===== src/rtl/mesh_cfg_pkg.sv =====
package mesh_cfg_pkg;
   typedef enum logic [1:0] {
      LD_IDLE = 2'd0,
      LD_ARM  = 2'd1,
      LD_ASK  = 2'd2,
      LD_GAP  = 2'd3
   } ld_state_e;
endpackage


===== src/rtl/mesh_cfg_seq.sv =====
module mesh_cfg_seq
   import mesh_cfg_pkg::*;
#(
   parameter int NUM_RTR = 9,
   parameter int IDX_W   = 4
) (
   input  logic             clk_i,
   input  logic             rst_ni,
   input  logic             host_wr_i,
   output logic             req_o,
   output logic             ready_o,
   output logic             wr_en_o,
   output logic [IDX_W-1:0] idx_o
);
   localparam logic [IDX_W-1:0] LAST_IDX = IDX_W'(NUM_RTR - 1);

   ld_state_e        state_q;
   logic [IDX_W-1:0] idx_q;
   logic             ready_q;

   always_ff @(posedge clk_i) begin
      if (!rst_ni) begin
         state_q <= LD_IDLE;
         idx_q   <= '0;
         ready_q <= 1'b0;
      end else begin
         unique case (state_q)
            LD_IDLE: begin
               if (host_wr_i) begin
                  state_q <= LD_ARM;
                  idx_q   <= '0;
                  ready_q <= 1'b0;
               end
            end
            LD_ARM: state_q <= LD_ASK;
            LD_ASK: begin
               if (host_wr_i) begin
                  if (idx_q == LAST_IDX) begin
                     state_q <= LD_IDLE;
                     ready_q <= 1'b1;
                  end else begin
                     idx_q   <= idx_q + 1'b1;
                     state_q <= LD_GAP;
                  end
               end
            end
            default: state_q <= LD_ASK;
         endcase
      end
   end

   assign req_o   = (state_q == LD_ASK);
   assign wr_en_o = req_o && host_wr_i;
   assign ready_o = ready_q;
   assign idx_o   = idx_q;
endmodule


===== src/rtl/mesh_cfg_bank.sv =====
module mesh_cfg_bank #(
   parameter int NUM_RTR = 9,
   parameter int WORD_W  = 18,
   parameter int IDX_W   = 4
) (
   input  logic                      clk_i,
   input  logic                      rst_ni,
   input  logic                      wr_en_i,
   input  logic [IDX_W-1:0]          idx_i,
   input  logic [WORD_W-1:0]         word_i,
   output logic [NUM_RTR*WORD_W-1:0] bank_o
);
   for (genvar r = 0; r < NUM_RTR; r++) begin : g_rtr
      logic [WORD_W-1:0] hold_q;
      always_ff @(posedge clk_i) begin
         if (!rst_ni) begin
            hold_q <= '0;
         end else if (wr_en_i && (idx_i == IDX_W'(r))) begin
            hold_q <= word_i;
         end
      end
      assign bank_o[r*WORD_W +: WORD_W] = hold_q;
   end
endmodule


===== src/rtl/mesh_cfg_loader.sv =====
module mesh_cfg_loader #(
   parameter int NUM_RTR = 9,
   parameter int WORD_W  = 18
) (
   input  logic                      clk_i,
   input  logic                      rst_ni,
   input  logic                      host_wr_i,
   input  logic [WORD_W-1:0]         cfg_word_i,
   output logic                      host_req_o,
   output logic [NUM_RTR*WORD_W-1:0] rtr_cfg_o,
   output logic                      net_ready_o
);
   localparam int IDX_W = (NUM_RTR > 1) ? $clog2(NUM_RTR) : 1;

   if (NUM_RTR < 1) begin : g_bad_count
      $error("mesh_cfg_loader: NUM_RTR must be at least 1");
   end
   if (WORD_W < 1) begin : g_bad_width
      $error("mesh_cfg_loader: WORD_W must be at least 1");
   end

   logic             wr_en;
   logic [IDX_W-1:0] idx;

   mesh_cfg_seq #(.NUM_RTR(NUM_RTR), .IDX_W(IDX_W)) u_seq (
      .clk_i     (clk_i),
      .rst_ni    (rst_ni),
      .host_wr_i (host_wr_i),
      .req_o     (host_req_o),
      .ready_o   (net_ready_o),
      .wr_en_o   (wr_en),
      .idx_o     (idx)
   );

   mesh_cfg_bank #(.NUM_RTR(NUM_RTR), .WORD_W(WORD_W), .IDX_W(IDX_W)) u_bank (
      .clk_i   (clk_i),
      .rst_ni  (rst_ni),
      .wr_en_i (wr_en),
      .idx_i   (idx),
      .word_i  (cfg_word_i),
      .bank_o  (rtr_cfg_o)
   );
endmodule


===== config.mk =====
export PLATFORM = sky130hd
export DESIGN_NAME = mesh_cfg_loader
export DESIGN_NICKNAME = d
export VERILOG_FILES = /design/src/rtl/mesh_cfg_pkg.sv /design/src/rtl/mesh_cfg_seq.sv /design/src/rtl/mesh_cfg_bank.sv /design/src/rtl/mesh_cfg_loader.sv
export SDC_FILE = /design/constraint.sdc
export NUM_CORES = 1
export LEC_CHECK = 0
export ABC_AREA = 1
export CORE_MARGIN = 2
export CORE_UTILIZATION = 43
export CTS_BUF_LIST = sky130_fd_sc_hd__clkbuf_4 sky130_fd_sc_hd__clkbuf_8 sky130_fd_sc_hd__clkbuf_16
export DETAILED_ROUTE_END_ITERATION = 12
export GPL_TIMING_DRIVEN = 0
export PLACE_DENSITY_LB_ADDON = 0.3
export RECOVER_POWER = 25
export SLEW_MARGIN = 10
export SYNTH_ARGS = -nofsm -noshare
export SYNTH_HDL_FRONTEND = slang
export SYNTH_SLANG_ARGS = --single-unit

===== constraint.sdc =====
create_clock -name clk_i -period 1.36 [get_ports clk_i]
set_input_delay 0.272 -clock clk_i [delete_from_list [all_inputs] [get_ports clk_i]]
set_output_delay 0.272 -clock clk_i [all_outputs]
set_load 0.005 [all_outputs]

==> results.txt <==
The top cell type's share of synthesized area came out at 51.8%. The final worst slack is -0.0981 ns. The number of antenna-violating nets in the routed design came out at 0. The commonest non-fill, non-tap cell in the layout is sky130_fd_sc_hd__nor2_1. The max-cap violation count is 0. Setup violations remaining at the end of the flow were counted as 124. Measured against its own limit, the worst slew margin works out to between 40% and 50%. Relative to the synthesized area, the layout overhead comes to 57.9%. The worst IR drop on VDD is a little under 0.8 mV.

The number of global-route vias before repair is 6063. The tree is rooted in a sky130_fd_sc_hd__clkbuf_16. The flow ran to the end, but the final reports show violations. The wire length of the first global-routing pass is 32000 um. The power density relative to cell area came out at 1000 mW/mm2. The average instance area after synthesis is ~7.6 um2. The wire length after detailed routing is approximately 22000 um.

Static timing analysis puts the maximum clock frequency at between 0.6 and 0.7 GHz. The tightest min-delay check is of the input port to flop type. The arrival time of the worst setup path is between 1.5 and 2 ns.

The cell count after synthesis came out at 862. The critical path capture point type is a flop. The starting density of the core is between 40% and 50%.

Overall power consumption after layout is estimated at 0.0104 W. Data on the critical path is required at its endpoint by between 1.5 and 2 ns. The total clock buffers created by CTS came out at 17.

The initial antenna violation count came out at 0. The checks that failed: setup timing. The worst setup path is launched from a flop. The final core area utilization came out at about two thirds. The net switching fraction of the power is roughly a quarter. The total count of max-transition violations in the final report is 0. Global routing consumed, over all layers together, 25.1% of the routing resources. Summed over all nets, the switching power comes to 0.00246 W. The portion of total power attributed to sequential cells is 48.4%. The leakage dissipation is 4.87 nW. The kind of critical path is flop to flop. In the final layout, the share of cells above drive strength 1 is 30.3%. The post-synth design cell area came out at 0.00653 mm2. The post-detailed-route wirelength per cell is 16.4 um. The clock network fraction of design power is 44.2%. Before CTS, the worst setup slack after placement is -0.660 ns. The die is 127 um wide. The pin count of the biggest net entering global routing came out at 17. At the later pin of the worst-skew pair, clock insertion delay measures 0.43 ns.

The final critical delay including setup and external delays is 1.46 ns. For the final database, setup skew stands at between 0.007 and 0.008 ns. The H-tree was split into 4 levels. Of all cell types, the one taking the most synthesized area is sky130_fd_sc_hd__dfxtp_1.

The area of the multi-input gates came out at 0.00339 mm2. The count of unresolved DRC violations after routing came out at 0. Synthesis inferred roughly 170 register bits.

The via density per instance came out at 5.07. The placed standard-cell area came out at 0.00864 mm2. The number of buffers between clock root and the deepest sink is 2. The layout has 1225 filler cells. The net count reported at finish came out at ~1.1k. The Yosys step of the flow raised 0 warnings. The sequential cells in the finished layout cover a total of 0.00344 mm2. TritonCTS built the clock tree. The total grt overflow is 0. In this run, the number of DRC markers left after iteration 0 of detailed routing was 429. In this run, post-CTS hold repair placed 0 buffers. Routability-driven placement finished with a final weighted congestion of 0.891. The placeable core area came out at 0.0150 mm2.

The number of different library cells in the post-synthesis netlist is 22. The first detailed-routing pass took 5 iterations. The number of ports placed on the die boundary is 185. The total die area came out at roughly 0.016 mm2. Along the worst path, the maximum fanout reaches 10. Port buffering added 183 buffers. Combinational logic burns 7.4% of the power. The transition time at the pin with the least slew margin is roughly 0.76 ns.

The synthesized net count came out at 887. The share of the yosys chip area belonging to registers is 51.8%. The half-perimeter wire length of the detailed placement result came out at 13700 um. Setup repair after global routing could not meet its margin everywhere. The area of all placed cells without fillers came out at between 0.01 and 0.015 mm2.

Internal power comes to 0.00791 W. Clock-pin slew was measured on the worst setup and hold paths at around 0.060 ns. The final hold violation count came out at 0. By area the synthesized netlist is led by sky130_fd_sc_hd__dfxtp_1 52%, sky130_fd_sc_hd__nor2_1 15%, sky130_fd_sc_hd__nand2_1 9.1%. The clock net sink count is 169. The chip height is 127 um. Hold timing on the final database bottoms out at a slack of ~0.24 ns. The vias after detailed routing is ~6.6k.

The standard-cell row count came out at 45. The final cycle utilization of the critical path came out at 107%. The count of antenna diodes in the layout came out at 0. In the layout the commonest cells are 236 x sky130_fd_sc_hd__nor2_1, 157 x sky130_fd_sc_hd__dlygate4sd2_1, 137 x sky130_fd_sc_hd__dfxtp_1.
[layer usage]
| metal | wire (um) | GRT usage [%] | vias up |
|---|---|---|---|
| met3 | 1590 | 8.00 | 36 |
| met5 | 0 | 0 | - |
| met2 | 10700 | 41.7 | 251 |
| met4 | 398 | 9.57 | 0 |
| met1 | 8820 | 30.4 | 3111 |
| li1 | - | - | 3248 |
[logic make-up after synthesis]
family,share of synthesized area (%)
buf+inv,6.93
fa+ha+maj,0.766
simple gates,33.3
compound gates,7.20
flops,51.8
[repair_timing]
action | CTS | global route
pin swaps | 31 | 70
endpoints found under the setup margin | 329 | 172
resized for setup | 339 | 219
setup buffers | 33 | 5
cloned | 9 | 4
[power groups by stage]
stage          combinational [W]  clock, W  sequential, W
2_1_floorplan           0.000303         0        0.00513
5_1_grt                 0.000821   0.00483        0.00502
6_report                0.000768   0.00458        0.00502
4_1_cts                 0.000663   0.00462        0.00502
3_3_place_gp            0.000602         0        0.00513
3_5_place_dp            0.000608         0        0.00513
[layout make-up]
cell class | count | area share (%)
Timing Repair Buffer | 232 | 21.1
Tap cell | 188 | 2.28
Sequential cell | 169 | 33.3
Buffer | 48 | 3.98
Multi-Input combinational cell | 617 | 32.8
Clock inverter | 9 | 0.728
Clock buffer | 21 | 4.60
Inverter | 28 | 1.14
[stage by stage]
stage | TNS, ns | cells
floorplan | 0 | 862
global placement | -89.24 | 1233
detailed placement | -91.44 | 1233
CTS | -2.07 | 1305
global route | -13.32 | 1312
finish | -4.53 | 1312
[flip-flops by register name (all words and copies together), names as in the netlist]
signal and cells:
u_seq.ready_o 1, u_seq.idx_o 4, u_seq.state_q 2, u_bank.g_rtr.hold_q 162
[worst max-delay path, cell delays in order (launching register included)]
cell	delay, ns
sky130_fd_sc_hd__dfxtp_4	0.36
sky130_fd_sc_hd__inv_2	0.06
sky130_fd_sc_hd__nand3_4	0.08
sky130_fd_sc_hd__buf_12	0.17
sky130_fd_sc_hd__buf_6	0.12
sky130_fd_sc_hd__nor2_4	0.18
sky130_fd_sc_hd__buf_6	0.17
sky130_fd_sc_hd__nand2_1	0.07
sky130_fd_sc_hd__nand2_1	0.08
sky130_fd_sc_hd__nor2_1	0.06
[synth_stat cells]
master / n
sky130_fd_sc_hd__o21ai_0: 88
sky130_fd_sc_hd__nand3_4: 2
sky130_fd_sc_hd__nor2_1: 260
sky130_fd_sc_hd__inv_2: 1
sky130_fd_sc_hd__nor2_4: 10
sky130_fd_sc_hd__nor3_1: 73
sky130_fd_sc_hd__nand2_2: 9
sky130_fd_sc_hd__buf_2: 4
sky130_fd_sc_hd__o21ai_1: 4
sky130_fd_sc_hd__clkinv_2: 1
sky130_fd_sc_hd__dfxtp_1: 169
sky130_fd_sc_hd__clkbuf_4: 1
sky130_fd_sc_hd__a21oi_1: 2
sky130_fd_sc_hd__nand2_1: 158
sky130_fd_sc_hd__buf_1: 6
sky130_fd_sc_hd__ha_1: 4
sky130_fd_sc_hd__nand3_1: 4
sky130_fd_sc_hd__clkbuf_1: 16
sky130_fd_sc_hd__buf_6: 21
sky130_fd_sc_hd__nand4_1: 2
sky130_fd_sc_hd__inv_1: 26
sky130_fd_sc_hd__nor2_2: 1
[path summary, 6_finish.rpt]
| kind | depth (start not counted) | to | startpoint | slack, ns |
|---|---|---|---|---|
| worst max-delay path | 9 | u_bank.g_rtr[7].hold_q[5]$_SDFFE_PN0P_ | u_seq.state_q[0]$_SDFFE_PN0P_ | -0.1 |
| worst min-delay path | 3 | u_bank.g_rtr[2].hold_q[15]$_SDFFE_PN0P_ | rst_ni | 0.24 |
| worst max register to register | 9 | u_bank.g_rtr[7].hold_q[5]$_SDFFE_PN0P_ | u_seq.state_q[0]$_SDFFE_PN0P_ | -0.1 |
| worst min register to register | 2 | u_bank.g_rtr[5].hold_q[13]$_SDFFE_PN0P_ | u_bank.g_rtr[5].hold_q[13]$_SDFFE_PN0P_ | 0.46 |
No activity file was read; power rests on OpenSTA's default activity.
